==> src/rtl/sercore_pkg.sv <==
package sercore_pkg;
  localparam int ADDR_W = 6;
  localparam int DATA_W = 16;
  localparam int BYTE_W = 8;
  localparam int TRIG_W = 5;

  typedef logic [ADDR_W-1:0] ofs_t;
  typedef logic [BYTE_W-1:0] byte_t;

  localparam ofs_t OFS_MODE  = 6'h00;
  localparam ofs_t OFS_RATE  = 6'h04;
  localparam ofs_t OFS_CTRL  = 6'h08;
  localparam ofs_t OFS_TXD   = 6'h0C;
  localparam ofs_t OFS_STAT  = 6'h10;
  localparam ofs_t OFS_RXD   = 6'h14;
  localparam ofs_t OFS_FCTL  = 6'h18;
  localparam ofs_t OFS_COUNT = 6'h1C;
  localparam ofs_t OFS_PORT  = 6'h20;
  localparam ofs_t OFS_LINE  = 6'h24;

  // status bit positions (decoded by software)
  localparam int ST_TEND = 6;
  localparam int ST_TDRE = 5;
  localparam int ST_BRK  = 4;
  localparam int ST_RDF  = 1;
  localparam int ST_DR   = 0;

  // control bit positions
  localparam int CT_TXIE = 7;
  localparam int CT_RXIE = 6;
  localparam int CT_TXEN = 5;

  // FIFO control fields
  localparam int FC_FLUSH = 1;
  localparam int FC_TRG_LO = 6;

  localparam byte_t MASK_MODE = 8'h7B;
  localparam byte_t MASK_CTRL = 8'hFA;
  localparam byte_t MASK_PORT = 8'hF3;

  localparam byte_t RST_RATE = 8'hFF;
  localparam byte_t RST_CTRL = 8'h20;

  function automatic logic [TRIG_W-1:0] trig_level(input logic [1:0] sel);
    case (sel)
      2'd0:    trig_level = TRIG_W'(1);
      2'd1:    trig_level = TRIG_W'(4);
      2'd2:    trig_level = TRIG_W'(8);
      default: trig_level = TRIG_W'(14);
    endcase
  endfunction
endpackage

==> src/rtl/sercore_cfg.sv <==
module sercore_cfg
  import sercore_pkg::*;
(
  input  logic              clk,
  input  logic              rst,
  input  logic              wr_en,
  input  ofs_t              addr,
  input  logic [DATA_W-1:0] wdata,
  output byte_t             mode_q,
  output byte_t             rate_q,
  output byte_t             ctrl_q,
  output logic [DATA_W-1:0] fctl_q,
  output byte_t             port_q,
  output logic [TRIG_W-1:0] trig,
  output logic              tx_irq,
  output logic              rx_flush
);
  logic wr_mode, wr_rate, wr_ctrl, wr_fctl, wr_port;

  always_comb begin
    wr_mode = wr_en && (addr == OFS_MODE);
    wr_rate = wr_en && (addr == OFS_RATE);
    wr_ctrl = wr_en && (addr == OFS_CTRL);
    wr_fctl = wr_en && (addr == OFS_FCTL);
    wr_port = wr_en && (addr == OFS_PORT);
  end

  always_ff @(posedge clk) begin
    if (rst) begin
      mode_q   <= '0;
      rate_q   <= RST_RATE;
      ctrl_q   <= RST_CTRL;
      fctl_q   <= '0;
      port_q   <= '0;
      rx_flush <= 1'b0;
    end else begin
      if (wr_mode) mode_q <= wdata[BYTE_W-1:0] & MASK_MODE;
      if (wr_rate) rate_q <= wdata[BYTE_W-1:0];
      if (wr_ctrl) ctrl_q <= wdata[BYTE_W-1:0] & MASK_CTRL;
      if (wr_fctl) fctl_q <= wdata;
      if (wr_port) port_q <= wdata[BYTE_W-1:0] & MASK_PORT;
      rx_flush <= wr_fctl && wdata[FC_FLUSH];
    end
  end

  assign trig   = trig_level(fctl_q[FC_TRG_LO+1:FC_TRG_LO]);
  assign tx_irq = ctrl_q[CT_TXIE];

  assert_txirq_follows_R7: assert property (@(posedge clk) disable iff (rst)
    wr_ctrl |=> (tx_irq == $past(wdata[CT_TXIE])));

  assert_flush_pulse_R12: assert property (@(posedge clk) disable iff (rst)
    (wr_fctl && wdata[FC_FLUSH]) |=> rx_flush);

  assert_flush_single_R12: assert property (@(posedge clk) disable iff (rst)
    !(wr_en && addr == OFS_FCTL) |=> !rx_flush);
endmodule

==> src/rtl/sercore_flags.sv <==
module sercore_flags
  import sercore_pkg::*;
#(
  parameter int CNT_W = 5
) (
  input  logic              clk,
  input  logic              rst,
  input  logic              wr_en,
  input  logic              rd_en,
  input  ofs_t              addr,
  input  byte_t             wbyte,
  input  logic              txen,
  input  logic              rxie,
  input  logic [TRIG_W-1:0] trig,
  input  logic [CNT_W-1:0]  rx_count,
  input  logic              rx_push,
  input  logic              rx_timeout,
  input  logic              brk_in,
  output byte_t             status,
  output logic              rx_irq,
  output logic              tx_stb,
  output byte_t             tx_byte,
  output logic              rx_pop
);
  localparam int CMP_W = (CNT_W > TRIG_W ? CNT_W : TRIG_W) + 1;

  logic f_tend, f_tdre, f_brk, f_rdf, f_dr;
  logic n_tend, n_tdre, n_brk, n_rdf, n_dr, n_irq;
  logic wr_ctrl, wr_txd, wr_stat, rd_stat, rd_rxd;
  logic [CMP_W-1:0] cnt_up, cnt_dn, trig_x;
  logic has_data;

  always_comb begin
    wr_ctrl  = wr_en && (addr == OFS_CTRL);
    wr_txd   = wr_en && (addr == OFS_TXD);
    wr_stat  = wr_en && (addr == OFS_STAT);
    rd_stat  = rd_en && (addr == OFS_STAT);
    rd_rxd   = rd_en && (addr == OFS_RXD);
    has_data = (rx_count != '0);
    cnt_up   = CMP_W'(rx_count) + CMP_W'(1);
    cnt_dn   = CMP_W'(rx_count) - CMP_W'(1);
    trig_x   = CMP_W'(trig);
  end

  // next-state: bus-side clears first, then event-side sets win
  always_comb begin
    n_tend = f_tend;
    n_tdre = f_tdre;
    n_brk  = f_brk;
    n_rdf  = f_rdf;
    n_dr   = f_dr;
    n_irq  = rx_irq;
    if (wr_ctrl) begin
      if (!wbyte[CT_TXEN]) n_tend = 1'b1;
      if (!wbyte[CT_RXIE]) n_irq  = 1'b0;
    end
    if (wr_txd) n_tdre = 1'b0;
    if (wr_stat) begin
      if (!wbyte[ST_TEND]) n_tend = 1'b0;
      if (!wbyte[ST_TDRE]) n_tdre = 1'b0;
      if (!wbyte[ST_BRK])  n_brk  = 1'b0;
      if (!wbyte[ST_RDF])  n_rdf  = 1'b0;
      if (!wbyte[ST_DR])   n_dr   = 1'b0;
      if (!wbyte[ST_RDF] || !wbyte[ST_DR]) n_irq = 1'b0;
    end
    if (rd_stat && txen) begin
      n_tend = 1'b1;
      n_tdre = 1'b1;
    end
    if (rd_rxd && has_data && (cnt_dn < trig_x)) n_rdf = 1'b0;
    if (rx_push && (cnt_up >= trig_x)) begin
      n_rdf = 1'b1;
      if (rxie) n_irq = 1'b1;
    end
    if (rx_timeout) begin
      n_rdf = 1'b1;
      n_dr  = 1'b1;
      if (rxie) n_irq = 1'b1;
    end
    if (brk_in) n_brk = 1'b1;
  end

  always_ff @(posedge clk) begin
    if (rst) begin
      f_tend  <= 1'b1;
      f_tdre  <= 1'b1;
      f_brk   <= 1'b0;
      f_rdf   <= 1'b0;
      f_dr    <= 1'b0;
      rx_irq  <= 1'b0;
      tx_stb  <= 1'b0;
      tx_byte <= '0;
      rx_pop  <= 1'b0;
    end else begin
      f_tend <= n_tend;
      f_tdre <= n_tdre;
      f_brk  <= n_brk;
      f_rdf  <= n_rdf;
      f_dr   <= n_dr;
      rx_irq <= n_irq;
      tx_stb <= wr_txd;
      if (wr_txd) tx_byte <= wbyte;
      rx_pop <= rd_rxd && has_data;
    end
  end

  always_comb begin
    status          = '0;
    status[ST_TEND] = f_tend;
    status[ST_TDRE] = f_tdre;
    status[ST_BRK]  = f_brk;
    status[ST_RDF]  = f_rdf;
    status[ST_DR]   = f_dr;
  end

  assert_txd_clears_empty_R6: assert property (@(posedge clk) disable iff (rst)
    (wr_en && addr == OFS_TXD && !rd_en) |=> !status[ST_TDRE]);

  assert_txd_strobe_R6: assert property (@(posedge clk) disable iff (rst)
    (wr_en && addr == OFS_TXD) |=> (tx_stb && tx_byte == $past(wbyte)));

  assert_status_rearm_R5: assert property (@(posedge clk) disable iff (rst)
    (rd_en && addr == OFS_STAT && txen) |=> (status[ST_TEND] && status[ST_TDRE]));

  assert_ctrl_drops_irq_R7: assert property (@(posedge clk) disable iff (rst)
    (wr_en && addr == OFS_CTRL && !wbyte[CT_RXIE] && !rx_push && !rx_timeout)
      |=> !rx_irq);

  assert_stat_drops_irq_R11: assert property (@(posedge clk) disable iff (rst)
    (wr_en && addr == OFS_STAT && !(wbyte[ST_RDF] && wbyte[ST_DR])
      && !rx_push && !rx_timeout) |=> !rx_irq);

  assert_pop_needs_data_R9: assert property (@(posedge clk) disable iff (rst)
    (rd_en && addr == OFS_RXD && rx_count == '0) |=> !rx_pop);

  assert_timeout_sets_R10: assert property (@(posedge clk) disable iff (rst)
    rx_timeout |=> (status[ST_RDF] && status[ST_DR]));
endmodule

==> src/rtl/sercore_rdmux.sv <==
module sercore_rdmux
  import sercore_pkg::*;
#(
  parameter int CNT_W = 5
) (
  input  logic              clk,
  input  logic              rst,
  input  logic              rd_en,
  input  ofs_t              addr,
  input  byte_t             mode_q,
  input  byte_t             rate_q,
  input  byte_t             ctrl_q,
  input  byte_t             status,
  input  logic [DATA_W-1:0] fctl_q,
  input  byte_t             port_q,
  input  logic [CNT_W-1:0]  rx_count,
  input  byte_t             rx_data,
  output logic [DATA_W-1:0] rdata
);
  logic [DATA_W-1:0] sel;

  always_comb begin
    case (addr)
      OFS_MODE:  sel = DATA_W'(mode_q);
      OFS_RATE:  sel = DATA_W'(rate_q);
      OFS_CTRL:  sel = DATA_W'(ctrl_q);
      OFS_STAT:  sel = DATA_W'(status);
      OFS_RXD:   sel = (rx_count != '0) ? DATA_W'(rx_data) : '0;
      OFS_FCTL:  sel = fctl_q;
      OFS_COUNT: sel = DATA_W'(rx_count);
      OFS_PORT:  sel = DATA_W'(port_q);
      default:   sel = '0;
    endcase
  end

  always_ff @(posedge clk) begin
    if (rst)        rdata <= '0;
    else if (rd_en) rdata <= sel;
  end

  assert_line_reads_zero_R13: assert property (@(posedge clk) disable iff (rst)
    (rd_en && addr == OFS_LINE) |=> (rdata == '0));

  assert_rdata_holds_R2: assert property (@(posedge clk) disable iff (rst)
    !rd_en |=> $stable(rdata));

  assert_count_read_R13: assert property (@(posedge clk) disable iff (rst)
    (rd_en && addr == OFS_COUNT) |=> (rdata == DATA_W'($past(rx_count))));
endmodule

==> src/rtl/sercore_regfront.sv <==
module sercore_regfront
  import sercore_pkg::*;
#(
  parameter int FIFO_DEPTH = 16,
  localparam int CNT_W = $clog2(FIFO_DEPTH + 1)
) (
  input  logic              clk,
  input  logic              rst,
  input  logic              wr_en,
  input  logic              rd_en,
  input  logic [ADDR_W-1:0] addr,
  input  logic [DATA_W-1:0] wdata,
  output logic [DATA_W-1:0] rdata,
  input  logic [CNT_W-1:0]  rx_count,
  input  logic [BYTE_W-1:0] rx_data,
  input  logic              rx_push,
  input  logic              rx_timeout,
  input  logic              brk_in,
  output logic              rx_pop,
  output logic              rx_flush,
  output logic              tx_stb,
  output logic [BYTE_W-1:0] tx_byte,
  output logic              tx_irq,
  output logic              rx_irq
);
  byte_t             mode_q, rate_q, ctrl_q, port_q, status;
  logic [DATA_W-1:0] fctl_q;
  logic [TRIG_W-1:0] trig;

  sercore_cfg u_cfg (
    .clk      (clk),
    .rst      (rst),
    .wr_en    (wr_en),
    .addr     (addr),
    .wdata    (wdata),
    .mode_q   (mode_q),
    .rate_q   (rate_q),
    .ctrl_q   (ctrl_q),
    .fctl_q   (fctl_q),
    .port_q   (port_q),
    .trig     (trig),
    .tx_irq   (tx_irq),
    .rx_flush (rx_flush)
  );

  sercore_flags #(.CNT_W(CNT_W)) u_flags (
    .clk        (clk),
    .rst        (rst),
    .wr_en      (wr_en),
    .rd_en      (rd_en),
    .addr       (addr),
    .wbyte      (wdata[BYTE_W-1:0]),
    .txen       (ctrl_q[CT_TXEN]),
    .rxie       (ctrl_q[CT_RXIE]),
    .trig       (trig),
    .rx_count   (rx_count),
    .rx_push    (rx_push),
    .rx_timeout (rx_timeout),
    .brk_in     (brk_in),
    .status     (status),
    .rx_irq     (rx_irq),
    .tx_stb     (tx_stb),
    .tx_byte    (tx_byte),
    .rx_pop     (rx_pop)
  );

  sercore_rdmux #(.CNT_W(CNT_W)) u_rdmux (
    .clk      (clk),
    .rst      (rst),
    .rd_en    (rd_en),
    .addr     (addr),
    .mode_q   (mode_q),
    .rate_q   (rate_q),
    .ctrl_q   (ctrl_q),
    .status   (status),
    .fctl_q   (fctl_q),
    .port_q   (port_q),
    .rx_count (rx_count),
    .rx_data  (rx_data),
    .rdata    (rdata)
  );
endmodule

==> config.mk <==
export PLATFORM = sky130hd
export DESIGN_NAME = sercore_regfront
export DESIGN_NICKNAME = d
export VERILOG_FILES = /design/src/rtl/sercore_pkg.sv /design/src/rtl/sercore_cfg.sv /design/src/rtl/sercore_flags.sv /design/src/rtl/sercore_rdmux.sv /design/src/rtl/sercore_regfront.sv
export SDC_FILE = /design/constraint.sdc
export NUM_CORES = 1
export LEC_CHECK = 0
export CELL_PAD_IN_SITES_DETAIL_PLACEMENT = 0
export CELL_PAD_IN_SITES_GLOBAL_PLACEMENT = 1
export CORE_ASPECT_RATIO = 1.2
export CORE_UTILIZATION = 35
export DETAILED_ROUTE_END_ITERATION = 7
export DONT_BUFFER_PORTS = 1
export GPL_TIMING_DRIVEN = 0
export PLACE_DENSITY = 0.65
export SLEW_MARGIN = 20
export SYNTH_ARGS = -nofsm -noshare
export SYNTH_HDL_FRONTEND = slang
export SYNTH_SLANG_ARGS = --single-unit
==> constraint.sdc <==
create_clock -name clk -period 1.95 [get_ports clk]
set_clock_uncertainty 0.05 [all_clocks]
set_input_delay 0.4875 -clock clk [delete_from_list [all_inputs] [get_ports clk]]
set_output_delay 0.4875 -clock clk [all_outputs]
set_load 0.005 [all_outputs]
Word level (Yosys, flattened, before mapping)
Index checks and enable logic that the tools add are counted.

word-level totals
  register bits = 75
  latch bits = 0
  memory bits (writable) = 0
  ROM bits = 0
  input bits = 42
  logic and storage cells = 89
  memories kept = 0

cells by class
  add/sub/neg operators = 2
  multiply operators = 0
  div/mod/pow operators = 0
  magnitude comparators = 2
  equality and inequality tests = 13
  shifts and indexed selects = 0
  multiplexer cells = 29
  bitwise gates (word level) = 0
  reduce and logical (&&, ||, !) cells = 27

operators with widths
  cell                                                                   number
  16-bit one-hot mux with 8 select lines                                 1
  1-bit two-way mux                                                      26
  6-bit by 5-bit equality test with 1-bit output, second input constant  4
  1-bit logical AND                                                      14
  6-bit by 4-bit equality test with 1-bit output, second input constant  2
  4-bit one-hot mux with 3 select lines                                  1
  8-bit two-way mux                                                      1
  5-bit by 1-bit adder with 6-bit output, second input constant          1
  6-bit by 3-bit equality test with 1-bit output, second input constant  1
  6-bit equality test, second input constant                             1
  6-bit by 4-bit >= comparator with 1-bit output                         1
  6-bit zero test                                                        1
  6-bit by 4-bit less-than comparator with 1-bit output                  1
  2-bit AND reduction                                                    3
  5-bit by 1-bit subtractor with 6-bit output, second input constant     1
  5-bit nonzero test                                                     1
  2-bit by 1-bit != test with 1-bit output, second input constant        2
  4-bit by 1-bit != test with 1-bit output, second input constant        1
  2-bit nonzero test                                                     2
  4-bit nonzero test                                                     1
  2-bit by 1-bit equality test with 1-bit output, second input constant  1
  2-bit equality test, second input constant                             1
  1-bit zero test                                                        2
  2-bit zero test                                                        1
  2 further kinds                                                        2

Logic depth before layout (Yosys ltp)
Gate-level depths: netlist of run 1.

  depth in word-level cells = 9
  gate-level depth with buffers = 9
  mapped depth without buffers = 9

Hierarchy
From an unflattened synthesis of run 1, not the netlist that was laid out.

second synthesis, totals
  cell total of the unflattened synthesis = 455
  area, all modules = 4204.0 um^2

modules (own cells, without submodules)
  module         instances  cells each  area an instance (um^2)  seq. area each (um^2)
  sercore_cfg    1          184         1876.8                   860.8
  sercore_rdmux  1          148         1270.0                   320.3
  sercore_flags  1          123         1057.3                   320.3

Least setup slack after synthesis of run 1
No wires, ideal clock.

  path kind = input to register
  start point = in rx_count[0]
  end point = reg u_rdmux.rdata[6]
  setup time = 0.132 ns
  arrival time = 1.894 ns
  path slack = -0.127 ns
  stages = 8
  buffers on the path = 1
  cell sequence = inv_1 -> ha_1 -> or4b_4 -> and3_1 -> buf_6 -> and2_4 -> o31ai_2 -> a21oi_1

on the way
  longest elaborated chain between the ends = 3

RTL lines
  item                                    line                    RTL
  start, declared                         sercore_regfront.sv:14  input logic [CNT_W-1:0] rx_count,
  5-bit nonzero test                      sercore_rdmux.sv:28     OFS_RXD: sel = (rx_count != '0) ? DATA_W'(rx_data) : '0;
  8-bit two-way mux                       sercore_rdmux.sv:28
  16-bit one-hot mux with 8 select lines  sercore_rdmux.sv:23     case (addr)
  end signal, assigned                    sercore_rdmux.sv:38     else if (rd_en) rdata <= sel;
  end, declared                           sercore_rdmux.sv:18     output logic [DATA_W-1:0] rdata

No other way between the ends.
A chain may end at the register's enable or synchronous reset.

Final worst setup path of run 1
  start point = in addr[5]
  end point = reg u_cfg.fctl_q[1]

on the way
  longest elaborated chain between the ends = 2

RTL lines
  item                                            line                    RTL
  start, declared                                 sercore_regfront.sv:11  input logic [ADDR_W-1:0] addr,
  6-bit by 5-bit equality test with 1-bit output  sercore_cfg.sv:24       wr_fctl = wr_en && (addr == OFS_FCTL);
  1-bit logical AND                               sercore_cfg.sv:24
  end signal, assigned                            sercore_cfg.sv:40       if (wr_fctl) fctl_q <= wdata;
  end, declared                                   sercore_cfg.sv:12       output logic [DATA_W-1:0] fctl_q,

No other way between the ends.

==> results of run 1 <==
per-stage QoR:
| stage | power, mW | TNS, ps | area, sq um | std cells | hold WS [ps] |
|---|---|---|---|---|---|
| floorplan | 1.75 | -34.0 | 3540 | 409 | 384 |
| global placement | 1.81 | -15240 | 3690 | 532 | 393 |
| detailed placement | 1.81 | -16840 | 3690 | 532 | 398 |
| CTS | 3.45 | 0 | 4010 | 551 | 225 |
| global route | 3.53 | 0 | 4030 | 551 | 247 |
| finish | 3.42 | 0 | 4030 | 551 | 228 |
state kept, by name (all words and copies together), names as in the netlist, 6 cells and up:
name / cells
u_cfg.ctrl_q: 6
u_cfg.rate_q: 8
u_cfg.mode_q: 6
u_rdmux.rdata: 16
u_cfg.fctl_q: 16
u_flags.tx_byte: 8
u_cfg.port_q: 6
worst max-delay path, cell delays in order:
cell and delay [ps]:
buf_2 150, or4b_4 600, nor2_4 210, nand2_2 180
buf_4 240, nand2_1 70, a21oi_1 60
area by class of cell:
type / count / area [sq um]
Multi-Input combinational cell: 295 / 1880
Buffer: 30 / 149
Clock buffer: 10 / 229
Sequential cell: 75 / 1500
Inverter: 9 / 33.8
Timing Repair Buffer: 3 / 22.5
Clock inverter: 6 / 65.1
Tap cell: 123 / 154
Fill cell: 1018 / 5630
cell families (layout without fill, tap and decap cells):
family,Yosys count,count (layout)
xor gates and xnor gates,4,4
buffers and inverters,39,58
DFF,75,75
AOI/OAI and AO/OA,85,85
and+or+nand+nor,161,161
muxes,36,36
adders and majority gates,9,9
report_power, final:
| group | switching (mW) | leakage, nW | internal [mW] | total (mW) |
|---|---|---|---|---|
| Clock | 0.644 | 0.143 | 0.993 | 1.64 |
| Sequential | 0.00647 | 0.606 | 1.54 | 1.55 |
| Combinational | 0.148 | 0.838 | 0.0874 | 0.236 |
| Total | 0.799 | 1.59 | 2.62 | 3.42 |
cell usage in the layout, fill, tap and decap left out, types with 3 or more instances in the layout:
cell / instances
nor3_1: 3
a32oi_1: 3
nand3_2: 3
buf_2: 5
nand2_1: 76
nand3_1: 21
o22ai_1: 3
nand4_1: 3
clkbuf_1: 18
clkbuf_16: 9
inv_1: 6
o21a_1: 4
xor2_1: 3
a21oi_1: 40
a221oi_1: 5
buf_4: 5
nor2_1: 30
mux2i_1: 33
a22oi_1: 5
and3_1: 6
ha_1: 8
dfxtp_1: 75
nor2b_1: 5
o21ai_0: 8
clkbuf_2: 3
mux2_2: 3
worst max path at each step:
stage | depth (start not counted) | slack (ps) | from | end
floorplan | 7 | -30 | rx_count[3] | u_rdmux.rdata[6]
global placement | 7 | -380 | addr[5] | u_cfg.fctl_q[1]
detailed placement | 6 | -400 | addr[2] | u_rdmux.rdata[5]
CTS | 7 | 20 | addr[2] | u_rdmux.rdata[4]
global route | 7 | 30 | addr[5] | u_cfg.fctl_q[14]
finish | 7 | 90 | addr[5] | u_cfg.fctl_q[1]
routing by layer:
layer  routed length [um]  part of all wire [%]  GRT usage (%)  up-vias
met3                  702                   6.7           4.99       16
met5                    0                     0              0        -
met2                 5020                    48           35.7       94
met4                  227                   2.2           6.97        0
met1                 4520                    43           25.7     1392
li1                     -                     -              -     1468
timing repair:
item,4_1_cts,5_1_grt
resized for setup,1,9
buffers inserted,3,0
pin swaps,1,1
endpoints found under the hold margin,0,0
endpoints found under the setup margin,12,31
hold buffers,0,0
==> key figures, run 1 <==
Floorplanning
  – Die H: 112 um
  – CORE AREA: 0.00966 sq mm
  – Die Width: 93.5 um
  – DIE AREA: 0.0104 sq mm
  – Site Rows: 39
  – Initial Utilization: 36.4%
  – I/O Pins: 71

GRT
  – First-pass GRT wire length: 16.5 mm
  – Largest net degree at the start of global routing: 14
  – Initial antenna violation count: 0
  – Remaining global-route overflow: 0
  – Gr usage total: 21.0%
  – Number of global-route vias before repair: 2961

Critical path
  – Worst Reg-to-Reg Cells: 7
  – Reg-to-reg slack, setup: 230 ps
  – Crit path capture type: register
  – CP Launch Type: primary input
  – Worst Path Arrival: 2000 ps
  – CP max FO: 10
  – Worst setup path category: primary input to register
  – Worst r2r src: u_cfg.fctl_q[7]
  – RR Endpoint: u_flags.f_rdf
  – Worst EP required: 2090 ps

Logic synthesis
  – Post-Synthesis Cell Area: 0.00351 sq mm
  – Avg Inst Size Synth: 8.59 sq um
  – Synth Warn #: 0
  – Synth top area cells: dfxtp_1 (43%), mux2i_1 (9.4%), nand2_1 (8.2%)
  – Top FF cell, synth: dfxtp_1
  – Multiplexer share of the synthesized area: 10.4%
  – Area fraction in and, or, nand and nor cells after synthesis: 22.0%
  – Synth Area in XOR/XNOR: 0.997%
  – Adder-Cell Fraction of Synth Area: 3.20%
  – Sequential-to-total area share from yosys stat: 42.7%
  – Yosys cell types: 52
  – Synth top cells by count: nand2_1 (77), dfxtp_1 (75), a21oi_1 (40), mux2i_1 (33), nor2_1 (30)
  – Most common cell in the synthesized netlist: nand2_1
  – Syn nets: 460
  – EDFF count, synth: 0
  – Complex-gate fraction of the synthesized area: 15.7%
  – Post-synth top area cell: dfxtp_1
  – Ys async rst share: 0%
  – Largest family of logic cells by synthesized area: simple AND/OR/NAND/NOR gates
  – Number of synthesized register bits: 75
  – Cells after synthesis: 409
  – Synth top area share: 42.7%

CTS
  – Htree depth: 3
  – Sink Count: 75
  – Maximum clock path buffer count: 2
  – Clock Root Buffer: clkbuf_16
  – CTS tree: built
  – Worst-skew pair later-pin latency: 330 ps
  – Number of CTS-inserted buffers: 9
  – Clock slew at reported path FFs: 60 ps

Routing
  – Final ANT Viol Nets: 0
  – Initial DRC count: 158
  – Vias post-DR: 2970
  – Drt total wl: 10.5 mm
  – DR WL/cell: 19.0 um
  – Vias per cell: 5.39
  – DRC: 0
  – DR pass1 iterations: 4

Outcome
  – Status: complete, no violations

Timing
  – Slew Limit Fails: 0
  – Final setup viols: 0
  – Final worst slack: 93.3 ps
  – Minimum clock period: 1860 ps
  – Final hold vios: 0
  – Fmax: 539 MHz
  – Unrepaired setup endpoints after global routing: false
  – Final Cycle Share: 95.2%
  – Worst Max-Slew Pin Slew: 666 ps
  – Max-slew headroom at the worst pin: 55.6%

Power
  – Maximum vdd drop: 0.000380 V
  – LEAKAGE: 1.59 nW
  – Total power per unit cell area: 849 mW/mm^2

Cells and area
  – Diodes inserted: 0
  – Layout cells sized above 1: 12.1%
  – Area Growth Syn to Fin: 14.7%
  – Nets: 474
  – Utilization after layout: 41.7%

Worst hold path
  – Hold Crit Class: primary input to register
  – Hold path start: wdata[2]
  – Hold path endpoint: u_cfg.rate_q[2]
  – Min-Delay Path Depth: 2

Place
  – # port buffers: 0
  – Placement Setup Slack: -404 ps
  – Final HPWL DP: 7.54 mm
  – Final GP Congestion: 0.816

Flow run
  – Max Cap Viol: 0
(Power assumes the default switching activity.)
==> run 2: changes to the inputs <==
--- a/config.mk
+++ b/config.mk
@@ -12,8 +12,8 @@
 export DETAILED_ROUTE_END_ITERATION = 7
 export DONT_BUFFER_PORTS = 1
 export GPL_TIMING_DRIVEN = 0
-export PLACE_DENSITY = 0.65
-export SLEW_MARGIN = 20
+export PLACE_DENSITY = 0.64
 export SYNTH_ARGS = -nofsm -noshare
 export SYNTH_HDL_FRONTEND = slang
+export SYNTH_HIERARCHICAL = 1
 export SYNTH_SLANG_ARGS = --single-unit
==> run 2 against run 1 <==
Final cell count rose by 15%. Combinational power rose by 29%. Synthesized cell count rose by 11%. Via count rose by 10%. Sequential power barely moved. Critical endpoint is now u_rdmux/rdata[1].
==> key figures, run 2 <==
Timing
  – Final hold vios: 0 (unchanged)
  – Slew Limit Fails: 0 (unchanged)
  – TNS Setup: 0 ps (unchanged)
  – Fmax: 536 MHz (-0.42%)
  – Minimum clock period: 1860 ps (+7.79 ps)
  – Worst Max-Slew Pin Slew: 613 ps (-53.2 ps)
  – Fin Hold WS: 162 ps (-66.3 ps)
  – Final Cycle Share: 95.6% (+0.40 points)
  – Final setup viols: 0 (unchanged)
  – Unrepaired setup endpoints after global routing: false
  – Max-slew headroom at the worst pin: 59.0% (+3.4 points)

Routing
  – Vias per cell: 5.14 (-4.7%)
  – DRC: 0 (unchanged)
  – Final ANT Viol Nets: 0 (unchanged)
  – DR pass1 iterations: 4 (unchanged)
  – Vias post-DR: 3267 (+10%)
  – Drt total wl: 11.9 mm (+14%)
  – DR WL/cell: 18.7 um (-1.5%)
  – Initial DRC count: 107 (-32%)

Power
  – Sw power: 0.845 mW (+5.7%)
  – Comb power frac: 8.2% (+1.3 points)
  – Total power per unit cell area: 777 mW/mm^2 (-8.5%)
  – Total power: 3.73 mW (+8.9%)
  – LEAKAGE: 1.88 nW (+18%)
  – Sw frac: 22.7% (-0.69 points)
  – Sequential Power Share: 41.6% (-3.7 points)
  – Maximum vdd drop: 0.000466 V (+22%)
  – Clock network power share: 50.3% (+2.5 points)
  – Int Power: 2.88 mW (+9.9%)

GRT
  – Number of global-route vias before repair: 3298 (+11%)
  – Largest net degree at the start of global routing: 16 (+2)
  – Initial antenna violation count: 0 (unchanged)
  – Remaining global-route overflow: 0 (unchanged)
  – Gr usage total: 20.2% (-0.75 points)
  – First-pass GRT wire length: 18.6 mm (+13%)

CTS
  – Postcts setup bufs: 0 (-3)
  – Worst-skew pair later-pin latency: 340 ps (about the same)
  – Number of CTS-inserted buffers: 9 (unchanged)
  – Clock slew at reported path FFs: 60 ps (about the same)
  – Htree depth: 3 (unchanged)
  – CTS tree: built
  – Maximum clock path buffer count: 2 (unchanged)
  – Clock Root Buffer: clkbuf_16
  – Sink Count: 75 (unchanged)

Floorplanning
  – Initial Utilization: 36.2% (-0.20 points)
  – I/O Pins: 71 (unchanged)
  – CORE AREA: 0.0116 sq mm (+20%)
  – DIE AREA: 0.0125 sq mm (+19%)
  – Die H: 122 um (+9.2%)
  – Site Rows: 43 (+10%)
  – Die Width: 102 um (+9.2%)

Logic synthesis
  – Post-synth top area cell: dfxtp_1
  – Top FF cell, synth: dfxtp_1
  – Cells after synthesis: 455 (+11%)
  – Synth top area share: 35.7% (-7.0 points)
  – Yosys cell types: 65 (+25%)
  – Synth top cells by count: dfxtp_1 (75), mux2i_1 (61), nand2b_1 (54), nor2_1 (45), buf_4 (18)
  – Number of synthesized register bits: 75 (unchanged)
  – Sequential-to-total area share from yosys stat: 35.7% (-7.0 points)
  – EDFF count, synth: 0 (unchanged)
  – Post-Synthesis Cell Area: 0.00420 sq mm (+20%)
  – Synth top area cells: dfxtp_1 (36%), mux2i_1 (15%), nand2b_1 (8.0%)
  – Most common cell in the synthesized netlist: dfxtp_1
  – Ys async rst share: 0% (unchanged)
  – Synth Warn #: 6 (+6)
  – Avg Inst Size Synth: 9.24 sq um (+7.5%)

Flow run
  – Max Cap Viol: 0 (unchanged)

Cells and area
  – Commonest cells after routing, fill and taps aside: dfxtp_1 (73), mux2i_1 (61), nand2b_1 (54)
  – Design area: 0.00480 sq mm (+19%)
  – Biggest regs: u_cfg/fctl_q x16, u_rdmux/rdata x16
  – Utilization after layout: 41.3% (-0.44 points)
  – Layout cells sized above 1: 15.2% (+3.1 points)
  – Diodes inserted: 0 (unchanged)
  – Most common cell after layout, fill and taps aside: dfxtp_1
  – Area Growth Syn to Fin: 14.2%
  – Nets: 527 (+11%)
  – Fillers: 1219 (+20%)

Place
  – Final GP Congestion: 0.850 (+4.2%)
  – # port buffers: 0 (unchanged)
  – Placed cell area: 0.00446 sq mm (+21%)
  – Final HPWL DP: 9.00 mm (+19%)

Critical path
  – Crit path capture type: register
  – Worst setup path category: primary input to register
  – Worst Path Arrival: 2070 ps (+70 ps)
  – Worst EP required: 2160 ps (+70 ps)
  – CP max FO: 9 (-1)
  – CP Launch Type: primary input

Worst hold path
  – Hold Crit Class: primary input to register

Outcome
  – Status: complete, no violations
==> run 2: per-stage QoR <==
stage,setup slack (ps),instances
3_5_place_dp,-268,620
6_report,85.5,636
3_3_place_gp,-240,620
4_1_cts,3.14,636
2_1_floorplan,3.50,463
5_1_grt,0.373,636
==> run 2: logic make-up (layout without fill, tap and decap cells) <==
family / Yosys count / count (layout) / synth area share (%)
fa+ha+maj: 11 / 11 / 3.27
buf+inv: 54 / 70 / 7.41
compound gates: 72 / 72 / 12.9
flops: 75 / 75 / 35.7
xor+xnor: 5 / 5 / 1.04
mux: 65 / 65 / 15.6
simple gates: 171 / 171 / 23.9
other cells: 2 / 10 / 0.179
==> run 2: power by group through the flow <==
| stage | Clock [mW] | Combinational [mW] | Sequential (mW) |
|---|---|---|---|
| 2_1_floorplan | 0 | 0.237 | 1.58 |
| 3_3_place_gp | 0 | 0.299 | 1.58 |
| 3_5_place_dp | 0 | 0.302 | 1.58 |
| 4_1_cts | 1.92 | 0.304 | 1.55 |
| 5_1_grt | 1.99 | 0.336 | 1.55 |
| 6_report | 1.87 | 0.304 | 1.55 |
==> run 2: worst paths after layout <==
kind / from / to / slack [ps] / cells after the start
setup / recovery: addr[5] / u_rdmux/rdata[1] / 90 / 5
setup reg to reg: u_cfg/fctl_q[7] / u_flags/rx_irq / 100 / 7
hold reg to reg: u_cfg/fctl_q[11] / u_cfg/fctl_q[11] / 420 / 2
hold / removal: rst / u_flags/f_dr / 160 / 1
==> run 2: cell type report <==
type                            instances  area (sq um)  share of cell area (%)
Multi-Input combinational cell        334          2450                    51.1
Clock buffer                           11           253                    5.27
Inverter                               12          45.0                   0.938
Tap cell                              157           196                    4.09
Clock inverter                          5          82.6                    1.72
Buffer                                 42           267                    5.55
Sequential cell                        75          1500                    31.3
==> run 2: layer usage <==
metal,wire length (um),track usage (%),vias up
met3,650,4.02,16
met5,0,0,-
li1,-,-,1614
met4,233,8.21,0
met2,5730,33.9,96
met1,5280,25.1,1541
==> run 2: repair_timing <==
| item | 4_1_cts | 5_1_grt |
|---|---|---|
| hold endpoints to repair | 0 | 0 |
| setup endpoints to repair | 0 | 2 |
| gates resized for setup | 0 | 4 |
| hold buffers | 0 | 0 |
==> run 2: worst max-delay path, cell delays in order <==
cell	delay, ps
buf_6	120
or4b_4	540
a211oi_4	450
a22oi_1	210
a211oi_1	260
==> run 3: changes to the inputs <==
--- a/config.mk
+++ b/config.mk
@@ -8,11 +8,12 @@
 export CELL_PAD_IN_SITES_DETAIL_PLACEMENT = 0
 export CELL_PAD_IN_SITES_GLOBAL_PLACEMENT = 1
 export CORE_ASPECT_RATIO = 1.2
-export CORE_UTILIZATION = 35
+export CORE_UTILIZATION = 44
 export DETAILED_ROUTE_END_ITERATION = 7
 export DONT_BUFFER_PORTS = 1
 export GPL_TIMING_DRIVEN = 0
-export PLACE_DENSITY = 0.64
+export PLACE_DENSITY = 0.77
+export SETUP_SLACK_MARGIN = 0.4
 export SYNTH_ARGS = -nofsm -noshare
 export SYNTH_HDL_FRONTEND = slang
 export SYNTH_HIERARCHICAL = 1
==> run 3 against run 2 <==
Sequential power about the same. Final cell count down 3.8%. Non-clock buffer count up 14. Die area down 20%. Clock power down 31%. Register-to-register slack better by 60 ps. Design area up 4.3%. Sequential share of layout area down 1.2 points. Worst hold slack worse by 20 ps. Combinational power up 15%. Critical path depth up 2.
==> key figures, run 3 (synthesis gave the netlist of run 2 again) <==
Critical path
  – Worst r2r src: u_cfg/fctl_q[7]
  – CP max FO: 3 (-6)
  – Crit-path leading delay family: compound AO/OA/AOI/OAI gates
  – Worst EP required: 2150 ps (about the same)
  – RR Endpoint: u_flags/rx_irq
  – Max incr delay on CP: 410 ps (-130 ps)
  – Crit path capture type: register
  – Buf+Inv Stages, Crit Path: 1 (unchanged)
  – Worst setup path category: register to register
  – Worst Path Arrival: 1990 ps (-80 ps)
  – Worst Reg-to-Reg Cells: 7 (unchanged)
  – Cells along the critical path: and2_4, inv_2, ha_4, a2111o_1, a31oi_2, nor3_2, a32o_1
  – Slowest-stage cell, CP: a2111o_1
  – Reg-to-reg slack, setup: 160 ps (+60 ps)
  – CP Launch Type: register

Cells and area
  – Layout cells sized above 1: 24.2% (+8.9 points)
  – Nets: 541 (+2.7%)
  – Area Growth Syn to Fin: 19.1%
  – Most common cell after layout, fill and taps aside: dfxtp_1
  – Fillers: 860 (-29%)
  – Biggest regs: u_cfg/fctl_q x16, u_rdmux/rdata x16
  – Diodes inserted: 0 (unchanged)
  – Multi-input gate area: 0.00265 sq mm (+7.9%)
  – Design area: 0.00501 sq mm (+4.3%)
  – Commonest cells after routing, fill and taps aside: dfxtp_1 (72), mux2i_1 (61), nand2b_1 (53)
  – Sequential cell area: 0.00151 sq mm (+0.42%)

Worst hold path
  – Hold path endpoint: u_rdmux/rdata[4]
  – Min-Delay Path Depth: 1 (unchanged)
  – Hold path start: rst
  – Hold Crit Class: primary input to register

CTS
  – Worst-skew pair later-pin latency: 350 ps (about the same)
  – Clock Root Buffer: clkbuf_8
  – Htree depth: 3 (unchanged)
  – CTS tree: built
  – Clock slew at reported path FFs: 80 ps (+20 ps)
  – Maximum clock path buffer count: 2 (unchanged)
  – Number of CTS-inserted buffers: 9 (unchanged)
  – Sink Count: 75 (unchanged)

Routing
  – DR pass1 iterations: 5 (+1)
  – Final ANT Viol Nets: 0 (unchanged)
  – Vias post-DR: 3348 (+2.5%)
  – DRC: 0 (unchanged)
  – Drt total wl: 11.9 mm (-0.39%)
  – Vias per cell: 5.47 (+6.5%)
  – DR WL/cell: 19.4 um (+3.5%)
  – Initial DRC count: 170 (+59%)

Floorplanning
  – I/O Pins: 71 (unchanged)
  – Site Rows: 38 (-12%)
  – Die Width: 91.2 um (-11%)
  – DIE AREA: 0.00995 sq mm (-20%)
  – Die H: 109 um (-11%)
  – Initial Utilization: 45.8% (+9.6 points)
  – CORE AREA: 0.00918 sq mm (-21%)

Place
  – Final HPWL DP: 8.53 mm (-5.2%)
  – Placed cell area: 0.00445 sq mm (-0.25%)
  – # port buffers: 0 (unchanged)
  – Final GP Congestion: 0.832 (-2.1%)

Timing
  – TNS Setup: 0 ps (unchanged)
  – Minimum clock period: 1790 ps (-73.5 ps)
  – Final hold vios: 0 (unchanged)
  – Final setup viols: 0 (unchanged)
  – Unrepaired setup endpoints after global routing: true
  – Final Cycle Share: 91.8% (-3.8 points)
  – Max-slew headroom at the worst pin: 63.0% (+4.0 points)
  – Fmax: 558 MHz (+4.1%)
  – Slew Limit Fails: 0 (unchanged)
  – Worst Max-Slew Pin Slew: 555 ps (-58.0 ps)

Flow run
  – Max Cap Viol: 0 (unchanged)

Power
  – Maximum vdd drop: 0.000289 V (-38%)
  – Total power per unit cell area: 636 mW/mm^2 (-18%)
  – LEAKAGE: 1.95 nW (+4.1%)

GRT
  – Remaining global-route overflow: 0 (unchanged)
  – Initial antenna violation count: 0 (unchanged)
  – First-pass GRT wire length: 18.5 mm (-0.15%)
  – Gr usage total: 24.7% (+4.5 points)
  – Number of global-route vias before repair: 3335 (+1.1%)
  – Largest net degree at the start of global routing: 16 (unchanged)

Outcome
  – Status: complete, no violations
==> run 3: cell count changes in the layout (fill, tap and decap cells not counted), sizes merged <==
cell,change
buf,+14
inv,-2
clkbuf,-1
clkinv,+2
==> run 3: repair_timing <==
| action | CTS | global route |
|---|---|---|
| setup endpoints to repair | 10 | 18 |
| gates resized for setup | 22 | 39 |
| hold buffers | 0 | 0 |
| pin swaps | 9 | 20 |
| setup buffers | 8 | 6 |
| hold endpoints to repair | 0 | 0 |
==> run 3: power by group <==
part,switching [mW],internal [mW],total [mW]
clock network,0.574,0.712,1.29
registers,0.00772,1.54,1.55
logic,0.180,0.172,0.351
==> run 3: worst max path at each step <==
stage	startpoint	endpoint	cells past startpoint
final	u_cfg/fctl_q[7]	u_flags/rx_irq	7
after CTS	u_cfg/fctl_q[7]	u_flags/rx_irq	7
after global placement	addr[5]	u_rdmux/rdata[0]	5
after floorplan	rx_count[1]	u_flags/rx_irq	7
after detailed placement	addr[5]	u_rdmux/rdata[0]	5
after global routing	u_cfg/fctl_q[7]	u_flags/rx_irq	7
==> run 3: metrics by stage <==
stage | power (mW) | util, % | setup WS (ps) | instances | hold WS, ps
floorplan | 1.82 | - | 43.0 | 463 | 396
global placement | 1.89 | 48.5 | -174 | 583 | 410
detailed placement | 1.89 | 48.5 | -185 | 583 | 417
CTS | 3.18 | 52.4 | 99.6 | 606 | 140
global route | 3.30 | 54.6 | 106 | 612 | 127
finish | 3.18 | 54.6 | 159 | 612 | 141
==> run 3: area by class of cell <==
class,instances,area share [%]
sequential,75,30.2
tap,120,3.00
timing repair buffer,14,2.65
multi-input combinational,334,52.9
clock buffer,10,2.55
clock inverter,5,1.57
buffer,42,5.95
inverter,12,1.25
==> run 3: per-layer routing <==
| metal | vias to the layer above | share of wire, % | track usage, % |
|---|---|---|---|
| met5 | - | 0 | 0 |
| met4 | 0 | 2.9 | 10.3 |
| met3 | 20 | 5.7 | 5.30 |
| met2 | 114 | 48 | 42.4 |
| met1 | 1576 | 43 | 30.1 |
| li1 | 1638 | - | - |
